File: src/rtl/ebus_seq_pkg.sv
package ebus_seq_pkg;

  parameter int EB_CODE_W = 2;
  parameter int EB_WAIT_W = 6;
  parameter int EB_BEAT_W = 4;

  typedef enum logic [1:0] {
    ST_IDLE  = 2'd0,
    ST_SETUP = 2'd1,
    ST_WAIT  = 2'd2,
    ST_HOLD  = 2'd3
  } seq_state_e;

  // Per-access settings frozen at acceptance.
  typedef struct packed {
    logic                 is_write;
    logic [EB_BEAT_W-1:0] beats_m1;
    logic [EB_WAIT_W-1:0] wait_pri;
    logic [EB_WAIT_W-1:0] wait_sec;
    logic                 sec_en;
    logic                 auto_ack;
    logic [EB_CODE_W-1:0] wr_hold;
    logic [EB_CODE_W-1:0] rd_hold;
    logic                 ext_start;
  } eb_cfg_t;

endpackage

File: src/rtl/ebus_rst_sync.sv
module ebus_rst_sync #(
  parameter int STAGES = 2
) (
  input  logic clk,
  input  logic rst_n,
  output logic rst_sync_n
);
  logic [STAGES-1:0] sh_q;

  always_ff @(posedge clk or negedge rst_n) begin
    if (!rst_n) sh_q <= '0;
    else        sh_q <= {sh_q[STAGES-2:0], 1'b1};
  end

  assign rst_sync_n = sh_q[STAGES-1];
endmodule

File: src/rtl/ebus_dcount.sv
// Loadable down-counter that saturates at zero.
module ebus_dcount #(
  parameter int W = 2
) (
  input  logic         clk,
  input  logic         rst_n,
  input  logic         load,
  input  logic [W-1:0] load_val,
  input  logic         dec,
  output logic         zero
);
  logic [W-1:0] cnt_q, cnt_d;

  always_comb begin
    cnt_d = cnt_q;
    if (load)                  cnt_d = load_val;
    else if (dec && cnt_q != '0) cnt_d = cnt_q - W'(1);
  end

  always_ff @(posedge clk or negedge rst_n) begin
    if (!rst_n) cnt_q <= '0;
    else        cnt_q <= cnt_d;
  end

  assign zero = (cnt_q == '0);
endmodule

File: src/rtl/ebus_cfg_latch.sv
module ebus_cfg_latch
  import ebus_seq_pkg::*;
(
  input  logic    clk,
  input  logic    rst_n,
  input  logic    cap_en,
  input  eb_cfg_t cfg_in,
  output eb_cfg_t cfg_q
);
  always_ff @(posedge clk or negedge rst_n) begin
    if (!rst_n)      cfg_q <= '0;
    else if (cap_en) cfg_q <= cfg_in;
  end
endmodule

File: src/rtl/ebus_addr_gen.sv
module ebus_addr_gen #(
  parameter int ADDR_W    = 32,
  parameter int ADDR_STEP = 4
) (
  input  logic              clk,
  input  logic              rst_n,
  input  logic              load,
  input  logic [ADDR_W-1:0] base,
  input  logic              adv,
  output logic [ADDR_W-1:0] addr
);
  logic [ADDR_W-1:0] addr_q, addr_d;

  always_comb begin
    addr_d = addr_q;
    if (load)     addr_d = base;
    else if (adv) addr_d = addr_q + ADDR_W'(ADDR_STEP);
  end

  always_ff @(posedge clk or negedge rst_n) begin
    if (!rst_n) addr_q <= '0;
    else        addr_q <= addr_d;
  end

  assign addr = addr_q;
endmodule

File: src/rtl/ebus_seq_fsm.sv
module ebus_seq_fsm
  import ebus_seq_pkg::*;
(
  input  logic                 clk,
  input  logic                 rst_n,
  input  logic                 start,
  input  eb_cfg_t              cfg,
  input  logic                 ext_ack,
  input  logic                 setup_zero,
  input  logic                 wait_zero,
  input  logic                 hold_zero,
  output logic                 accept,
  output logic                 setup_dec,
  output logic                 wait_ld,
  output logic [EB_WAIT_W-1:0] wait_val,
  output logic                 wait_dec,
  output logic                 hold_ld,
  output logic [EB_CODE_W-1:0] hold_val,
  output logic                 hold_dec,
  output logic                 addr_adv,
  output logic                 ts_out,
  output logic                 cs_en,
  output logic                 addr_valid,
  output logic                 int_ack,
  output logic                 done
);
  seq_state_e           st_q, st_d;
  logic                 ts_q, ts_d;
  logic                 done_q, done_d;
  logic [EB_BEAT_W-1:0] beat_q, beat_d;

  logic beat_end, last_beat, no_hold;

  assign int_ack   = (st_q == ST_WAIT) && cfg.auto_ack && wait_zero;
  assign beat_end  = ext_ack || int_ack;
  assign last_beat = (beat_q == cfg.beats_m1);
  // A read with auto-acknowledge and code 0 has no hold at all.
  assign no_hold   = !cfg.is_write && cfg.auto_ack && (cfg.rd_hold == '0);

  always_comb begin
    if (cfg.is_write)      hold_val = cfg.wr_hold;
    else if (cfg.auto_ack) hold_val = cfg.rd_hold - EB_CODE_W'(1);
    else                   hold_val = cfg.rd_hold;
  end

  always_comb begin
    st_d      = st_q;
    ts_d      = 1'b0;
    done_d    = 1'b0;
    beat_d    = beat_q;
    accept    = 1'b0;
    setup_dec = 1'b0;
    wait_ld   = 1'b0;
    wait_val  = cfg.wait_pri;
    wait_dec  = 1'b0;
    hold_ld   = 1'b0;
    hold_dec  = 1'b0;
    addr_adv  = 1'b0;
    case (st_q)
      ST_IDLE: begin
        if (start) begin
          accept = 1'b1;
          st_d   = ST_SETUP;
          ts_d   = 1'b1;
          beat_d = '0;
        end
      end
      ST_SETUP: begin
        ts_d = ts_q && cfg.ext_start;
        if (setup_zero) begin
          st_d    = ST_WAIT;
          wait_ld = 1'b1;
        end else begin
          setup_dec = 1'b1;
        end
      end
      ST_WAIT: begin
        if (beat_end) begin
          if (last_beat) begin
            if (no_hold) begin
              st_d   = ST_IDLE;
              done_d = 1'b1;
            end else begin
              st_d    = ST_HOLD;
              hold_ld = 1'b1;
            end
          end else begin
            wait_ld  = 1'b1;
            wait_val = cfg.sec_en ? cfg.wait_sec : cfg.wait_pri;
            beat_d   = beat_q + EB_BEAT_W'(1);
            addr_adv = 1'b1;
          end
        end else begin
          wait_dec = 1'b1;
        end
      end
      ST_HOLD: begin
        if (hold_zero) begin
          st_d   = ST_IDLE;
          done_d = 1'b1;
        end else begin
          hold_dec = 1'b1;
        end
      end
      default: st_d = ST_IDLE;
    endcase
  end

  always_ff @(posedge clk or negedge rst_n) begin
    if (!rst_n) begin
      st_q   <= ST_IDLE;
      ts_q   <= 1'b0;
      done_q <= 1'b0;
      beat_q <= '0;
    end else begin
      st_q   <= st_d;
      ts_q   <= ts_d;
      done_q <= done_d;
      beat_q <= beat_d;
    end
  end

  assign ts_out     = ts_q;
  assign done       = done_q;
  assign cs_en      = (st_q == ST_WAIT);
  assign addr_valid = (st_q != ST_IDLE);
endmodule

File: src/rtl/ebus_cycle_seq.sv
module ebus_cycle_seq
  import ebus_seq_pkg::*;
#(
  parameter int ADDR_W    = 32,
  parameter int ADDR_STEP = 4
) (
  input  logic                 clk,
  input  logic                 rst_n,
  input  logic                 start,
  input  logic                 is_write,
  input  logic [EB_BEAT_W-1:0] beats_m1,
  input  logic [ADDR_W-1:0]    base_addr,
  input  logic [EB_CODE_W-1:0] setup_code,
  input  logic [EB_WAIT_W-1:0] wait_pri,
  input  logic [EB_WAIT_W-1:0] wait_sec,
  input  logic                 sec_wait_en,
  input  logic                 auto_ack_en,
  input  logic [EB_CODE_W-1:0] wr_hold,
  input  logic [EB_CODE_W-1:0] rd_hold,
  input  logic                 ext_start_en,
  input  logic                 ext_ack,
  output logic                 ts_out,
  output logic                 cs_en,
  output logic                 addr_valid,
  output logic [ADDR_W-1:0]    addr_out,
  output logic                 int_ack,
  output logic                 done
);
  logic    rst_int_n;
  eb_cfg_t cfg_in, cfg_q;
  logic    accept, setup_dec, wait_ld, wait_dec, hold_ld, hold_dec, addr_adv;
  logic    setup_zero, wait_zero, hold_zero;
  logic [EB_WAIT_W-1:0] wait_val;
  logic [EB_CODE_W-1:0] hold_val;

  assign cfg_in = '{is_write:  is_write,
                    beats_m1:  beats_m1,
                    wait_pri:  wait_pri,
                    wait_sec:  wait_sec,
                    sec_en:    sec_wait_en,
                    auto_ack:  auto_ack_en,
                    wr_hold:   wr_hold,
                    rd_hold:   rd_hold,
                    ext_start: ext_start_en};

  ebus_rst_sync #(.STAGES(2)) u_rst (
    .clk(clk), .rst_n(rst_n), .rst_sync_n(rst_int_n)
  );

  ebus_cfg_latch u_cfg (
    .clk(clk), .rst_n(rst_int_n), .cap_en(accept), .cfg_in(cfg_in), .cfg_q(cfg_q)
  );

  // Setup delay is loaded straight from the port at acceptance.
  ebus_dcount #(.W(EB_CODE_W)) u_setup_cnt (
    .clk(clk), .rst_n(rst_int_n), .load(accept), .load_val(setup_code),
    .dec(setup_dec), .zero(setup_zero)
  );

  ebus_dcount #(.W(EB_WAIT_W)) u_wait_cnt (
    .clk(clk), .rst_n(rst_int_n), .load(wait_ld), .load_val(wait_val),
    .dec(wait_dec), .zero(wait_zero)
  );

  ebus_dcount #(.W(EB_CODE_W)) u_hold_cnt (
    .clk(clk), .rst_n(rst_int_n), .load(hold_ld), .load_val(hold_val),
    .dec(hold_dec), .zero(hold_zero)
  );

  ebus_addr_gen #(.ADDR_W(ADDR_W), .ADDR_STEP(ADDR_STEP)) u_addr (
    .clk(clk), .rst_n(rst_int_n), .load(accept), .base(base_addr),
    .adv(addr_adv), .addr(addr_out)
  );

  ebus_seq_fsm u_fsm (
    .clk(clk), .rst_n(rst_int_n), .start(start), .cfg(cfg_q), .ext_ack(ext_ack),
    .setup_zero(setup_zero), .wait_zero(wait_zero), .hold_zero(hold_zero),
    .accept(accept), .setup_dec(setup_dec), .wait_ld(wait_ld), .wait_val(wait_val),
    .wait_dec(wait_dec), .hold_ld(hold_ld), .hold_val(hold_val), .hold_dec(hold_dec),
    .addr_adv(addr_adv), .ts_out(ts_out), .cs_en(cs_en), .addr_valid(addr_valid),
    .int_ack(int_ack), .done(done)
  );
endmodule

File: config.mk
export PLATFORM = sky130hd
export DESIGN_NAME = ebus_cycle_seq
export DESIGN_NICKNAME = d
export VERILOG_FILES = /design/src/rtl/ebus_seq_pkg.sv /design/src/rtl/ebus_rst_sync.sv /design/src/rtl/ebus_dcount.sv /design/src/rtl/ebus_cfg_latch.sv /design/src/rtl/ebus_addr_gen.sv /design/src/rtl/ebus_seq_fsm.sv /design/src/rtl/ebus_cycle_seq.sv
export SDC_FILE = /design/constraint.sdc
export NUM_CORES = 1
export LEC_CHECK = 0
export CAP_MARGIN = 20
export CORE_ASPECT_RATIO = 1.4
export CORE_MARGIN = 1.5
export CORE_UTILIZATION = 50
export DETAILED_ROUTE_END_ITERATION = 7
export PLACE_DENSITY = 0.76
export SLEW_MARGIN = 15
export SYNTH_ARGS = -nofsm -noshare
export SYNTH_HDL_FRONTEND = slang
export SYNTH_SLANG_ARGS = --single-unit
File: constraint.sdc
create_clock -name clk -period 2.9 [get_ports clk]
set_input_delay 0.435 -clock clk [delete_from_list [all_inputs] [get_ports clk]]
set_output_delay 0.435 -clock clk [all_outputs]
set_load 0.01 [all_outputs]
==> out/results.txt <==
Area growth from synthesis to layout -> 33.83%
Die X -> 79.76 um
CP required -> 2.47 ns
Setup CP Type -> flop to primary output
Finished Layout Cells -> 674
Startpoint types -> flop
Largest family of logic cells by synthesized area -> simple AND/OR/NAND/NOR gates
Cells after synthesis -> 472
Stages on the worst setup path -> 5
DR WL/cell -> 14.88 um
Clock buffer count from CTS -> 9
DRT Pass-1 Iters -> 4
Met3 wire len -> 506 um
Endpoint class of the critical path -> primary output
Reg2reg end -> u_addr.addr[14]
Skew final -> 0.006578 ns
Clk pin slew, worst setup/hold paths -> 0.06 ns
Worst slew pin tran -> 0.7195 ns
Vias in the first global route -> 3751
Ant. Diodes -> 0
Initial DRC count -> 168
Max Clock Freq -> 378.7 MHz
Crit path buffers/inverters -> 3
First-pass GRT wire length -> 17150 um
Register area share after synthesis -> 0.4612
Synth warnings -> 0
CTS root buf -> clkbuf_16
Post-DRT Antenna Nets -> 0
Max Transition Viols Final -> 0
Critical path's slowest cell -> clkdlybuf4s50_1
Post-cts sizing count -> 0
Data arrival, critical path -> 2.21 ns
Synthesized area -> 4124 um2
Cells after DPL -> 658
Crit path top cell by count -> inv_1
Multi-input logic area -> 2077 um2
Status -> finished clean
RSZ-0062 raised after global routing -> false
Post-Synth Simple-Gate Area -> 0.2439
Synth Area in Compound Gates -> 0.1283
Cell Rows -> 39
Share of post-route cells with drive strength above 1 -> 0.05070
Worst skew pair latency -> 0.34 ns
WL met2 -> 5141 um
CTS tree -> built
Total grt overflow -> 0
P_leak -> 0.002342 uW
Cells on worst reg2reg path -> 8
Initial Util -> 0.5091
DRC -> 0
CTS H-tree lvls -> 3
Minimum clock period -> 2.641 ns
DIE HEIGHT -> 110.5 um
Setup Buffers After CTS -> 0
Worst stage delay on the critical path -> 0.56 ns
Fill count -> 680
VDD IR max -> 524.0 uV
Register bit total from synthesis -> 76
FF+latch area -> 1903 um2
Async SR Flop Fraction -> 1.000
CP endpoint -> int_ack
Routability cong. -> 0.8493
Crit. Startpoint -> u_fsm.st_q[0]
Largest net degree at the start of global routing -> 94
MaxCap Viol Count -> 0
FF-to-FF setup slack -> 0.42 ns
Max layer used -> met4
Max clock buf depth -> 2
Nets -> 640
Initial antenna violation count -> 0
Vias per std cell -> 5.368
Clk sinks -> 76
Crit path cell chain -> inv_1 -> ha_1 -> inv_1 -> nor2_1 -> clkdlybuf4s50_1
Synthesized Nets -> 545
Netlist cell types -> 49
Primary FF master, synth -> dfrtp_1
Hold crit path type -> input port to async pin
Final period util -> 0.9105
Vias -> 3618
Dpl hpwl -> 7339 um
Die area -> 8809 um2
Final hold vios -> 0
# hold bufs at CTS -> 0
Total Routing Usage GR -> 0.2482
Most frequent cells in the layout -> 134 x nand2_1, 98 x clkdlybuf4s50_1, 75 x dfrtp_1
Core Area -> 8100 um2
R2r startpoint -> u_fsm.st_q[0]
PD cells -> 982.4 nW/um2
I/O pin count -> 99
Delay-heaviest family, CP -> buffers and inverters
Post-Synth Adder-Cell Area -> 0.03337
Post-synth EDFFs -> 0
Slew headroom -> 0.5203
Commonest non-fill, non-tap cell in the layout -> nand2_1
Port bufs -> 98
Post-Synth XOR/XNOR Area -> 0.08920
Wl on met1 -> 4009 um
Post-synthesis mux area share -> 0.007585
Worst Path Max Fanout -> 11
Final TNS setup -> 0 ns
Final setup violation count -> 0
Final wirelength -> 10030 um
Avg Inst Size Synth -> 8.737 um2
-- cell usage after synthesis (2+ instances only) --
| master | instances | area share |
|---|---|---|
| a211oi_1 | 2 | 0.0036 |
| a21o_1 | 2 | 0.0036 |
| a21oi_1 | 7 | 0.0085 |
| a22o_1 | 2 | 0.0042 |
| a22oi_1 | 2 | 0.0036 |
| a2bb2oi_1 | 2 | 0.0042 |
| a31oi_1 | 3 | 0.0046 |
| a41oi_1 | 2 | 0.0042 |
| and2_1 | 6 | 0.0091 |
| and3_1 | 4 | 0.0061 |
| and4_1 | 2 | 0.0042 |
| clkbuf_1 | 18 | 0.016 |
| dfrtp_1 | 76 | 0.46 |
| ha_1 | 11 | 0.033 |
| inv_1 | 21 | 0.019 |
| mux2i_1 | 2 | 0.0049 |
| nand2_1 | 134 | 0.12 |
| nand2b_1 | 5 | 0.0076 |
| nand3_1 | 16 | 0.019 |
| nand4_1 | 10 | 0.015 |
| nand4b_1 | 3 | 0.0064 |
| nor2_1 | 13 | 0.012 |
| nor2b_1 | 2 | 0.0030 |
| nor3_1 | 9 | 0.011 |
| nor3_2 | 2 | 0.0049 |
| nor4_1 | 3 | 0.0046 |
| o211a_1 | 2 | 0.0049 |
| o211ai_1 | 3 | 0.0055 |
| o21ai_0 | 41 | 0.050 |
| o21ai_1 | 6 | 0.0073 |
| o22ai_1 | 2 | 0.0030 |
| o31ai_1 | 2 | 0.0036 |
| xnor2_1 | 21 | 0.045 |
| xor2_1 | 21 | 0.045 |
-- how the worst min path moves through the flow --
stage	startpoint	endpoint	slack, ns	cells after the start
floorplan	rst_n	u_rst.sh_q[0]	0.14	0
global placement	u_rst.sh_q[0]	u_rst.sh_q[1]	0.34	0
detailed placement	u_rst.sh_q[0]	u_rst.sh_q[1]	0.34	0
CTS	rst_n	u_rst.sh_q[0]	0.25	1
global route	rst_n	u_rst.sh_q[1]	0.25	1
finish	rst_n	u_rst.sh_q[0]	0.25	1
-- registers in the layout, summed over array words and instances (netlist names) --
name               count
u_addr.addr           32
u_cfg.cfg_q           24
u_fsm.beat_q           4
u_fsm.done             1
u_fsm.st_q             2
u_fsm.ts_out           1
u_hold_cnt.cnt_q       2
u_rst.sh_q             2
u_setup_cnt.cnt_q      2
u_wait_cnt.cnt_q       6
-- cells by family (layout without fill, tap and decap cells) --
logic type / Yosys count / after routing
compound gates: 84 / 84
xor+xnor: 42 / 42
fa+ha+maj: 11 / 11
buf+inv: 39 / 139
flops: 76 / 76
mux: 3 / 3
other cells: 1 / 1
simple gates: 216 / 216
-- layout make-up --
class	instances	area share
Multi-Input combinational cell	357	0.3763
Sequential cell	76	0.3448
Timing Repair Buffer	102	0.1877
Clock buffer	12	0.04466
Tap cell	102	0.02312
Inverter	21	0.01428
Clock inverter	4	0.009068
-- report_power, final --
| part | switching (uW) | total (uW) | leakage, uW | internal [uW] |
|---|---|---|---|---|
| registers | 472 | 1990 | 0.000943 | 1520 |
| logic | 1200 | 2310 | 0.00126 | 1110 |
| clock network | 429 | 1120 | 0.000139 | 688 |
-- stage by stage --
stage	instance area [um2]	hold WS (ns)	power, uW	util	setup slack, ns
6_report	5519	0.2525	5422	0.6813	0.2595
5_1_grt	5519	0.2529	5831	0.6813	0.1392
4_1_cts	5519	0.2458	5450	0.6813	0.2507
3_5_place_dp	5223	0.3411	4311	0.6447	0.4372
3_3_place_gp	5223	0.3372	4215	0.6447	0.5862
2_1_floorplan	4124	0.1394	3339	-	0.6267
-- worst reg2reg max path, delay by kind of cell (launching register included) --
kind	cells	cell delay, ns
XOR/XNOR	1	0.14
AND/OR/NAND/NOR	2	0.69
adder cells (fa/ha/maj)	1	0.39
AO/OA/AOI/OAI	2	0.42
flip-flops	1	0.39
buffers and inverters	2	0.31
-- routing by layer --
metal,up-vias,track usage
li1,1793,-
met1,1679,0.2930
met2,119,0.4215
met3,27,0.05207
met4,0,0.1195
met5,-,0
Power figures use the tool's default switching activity.
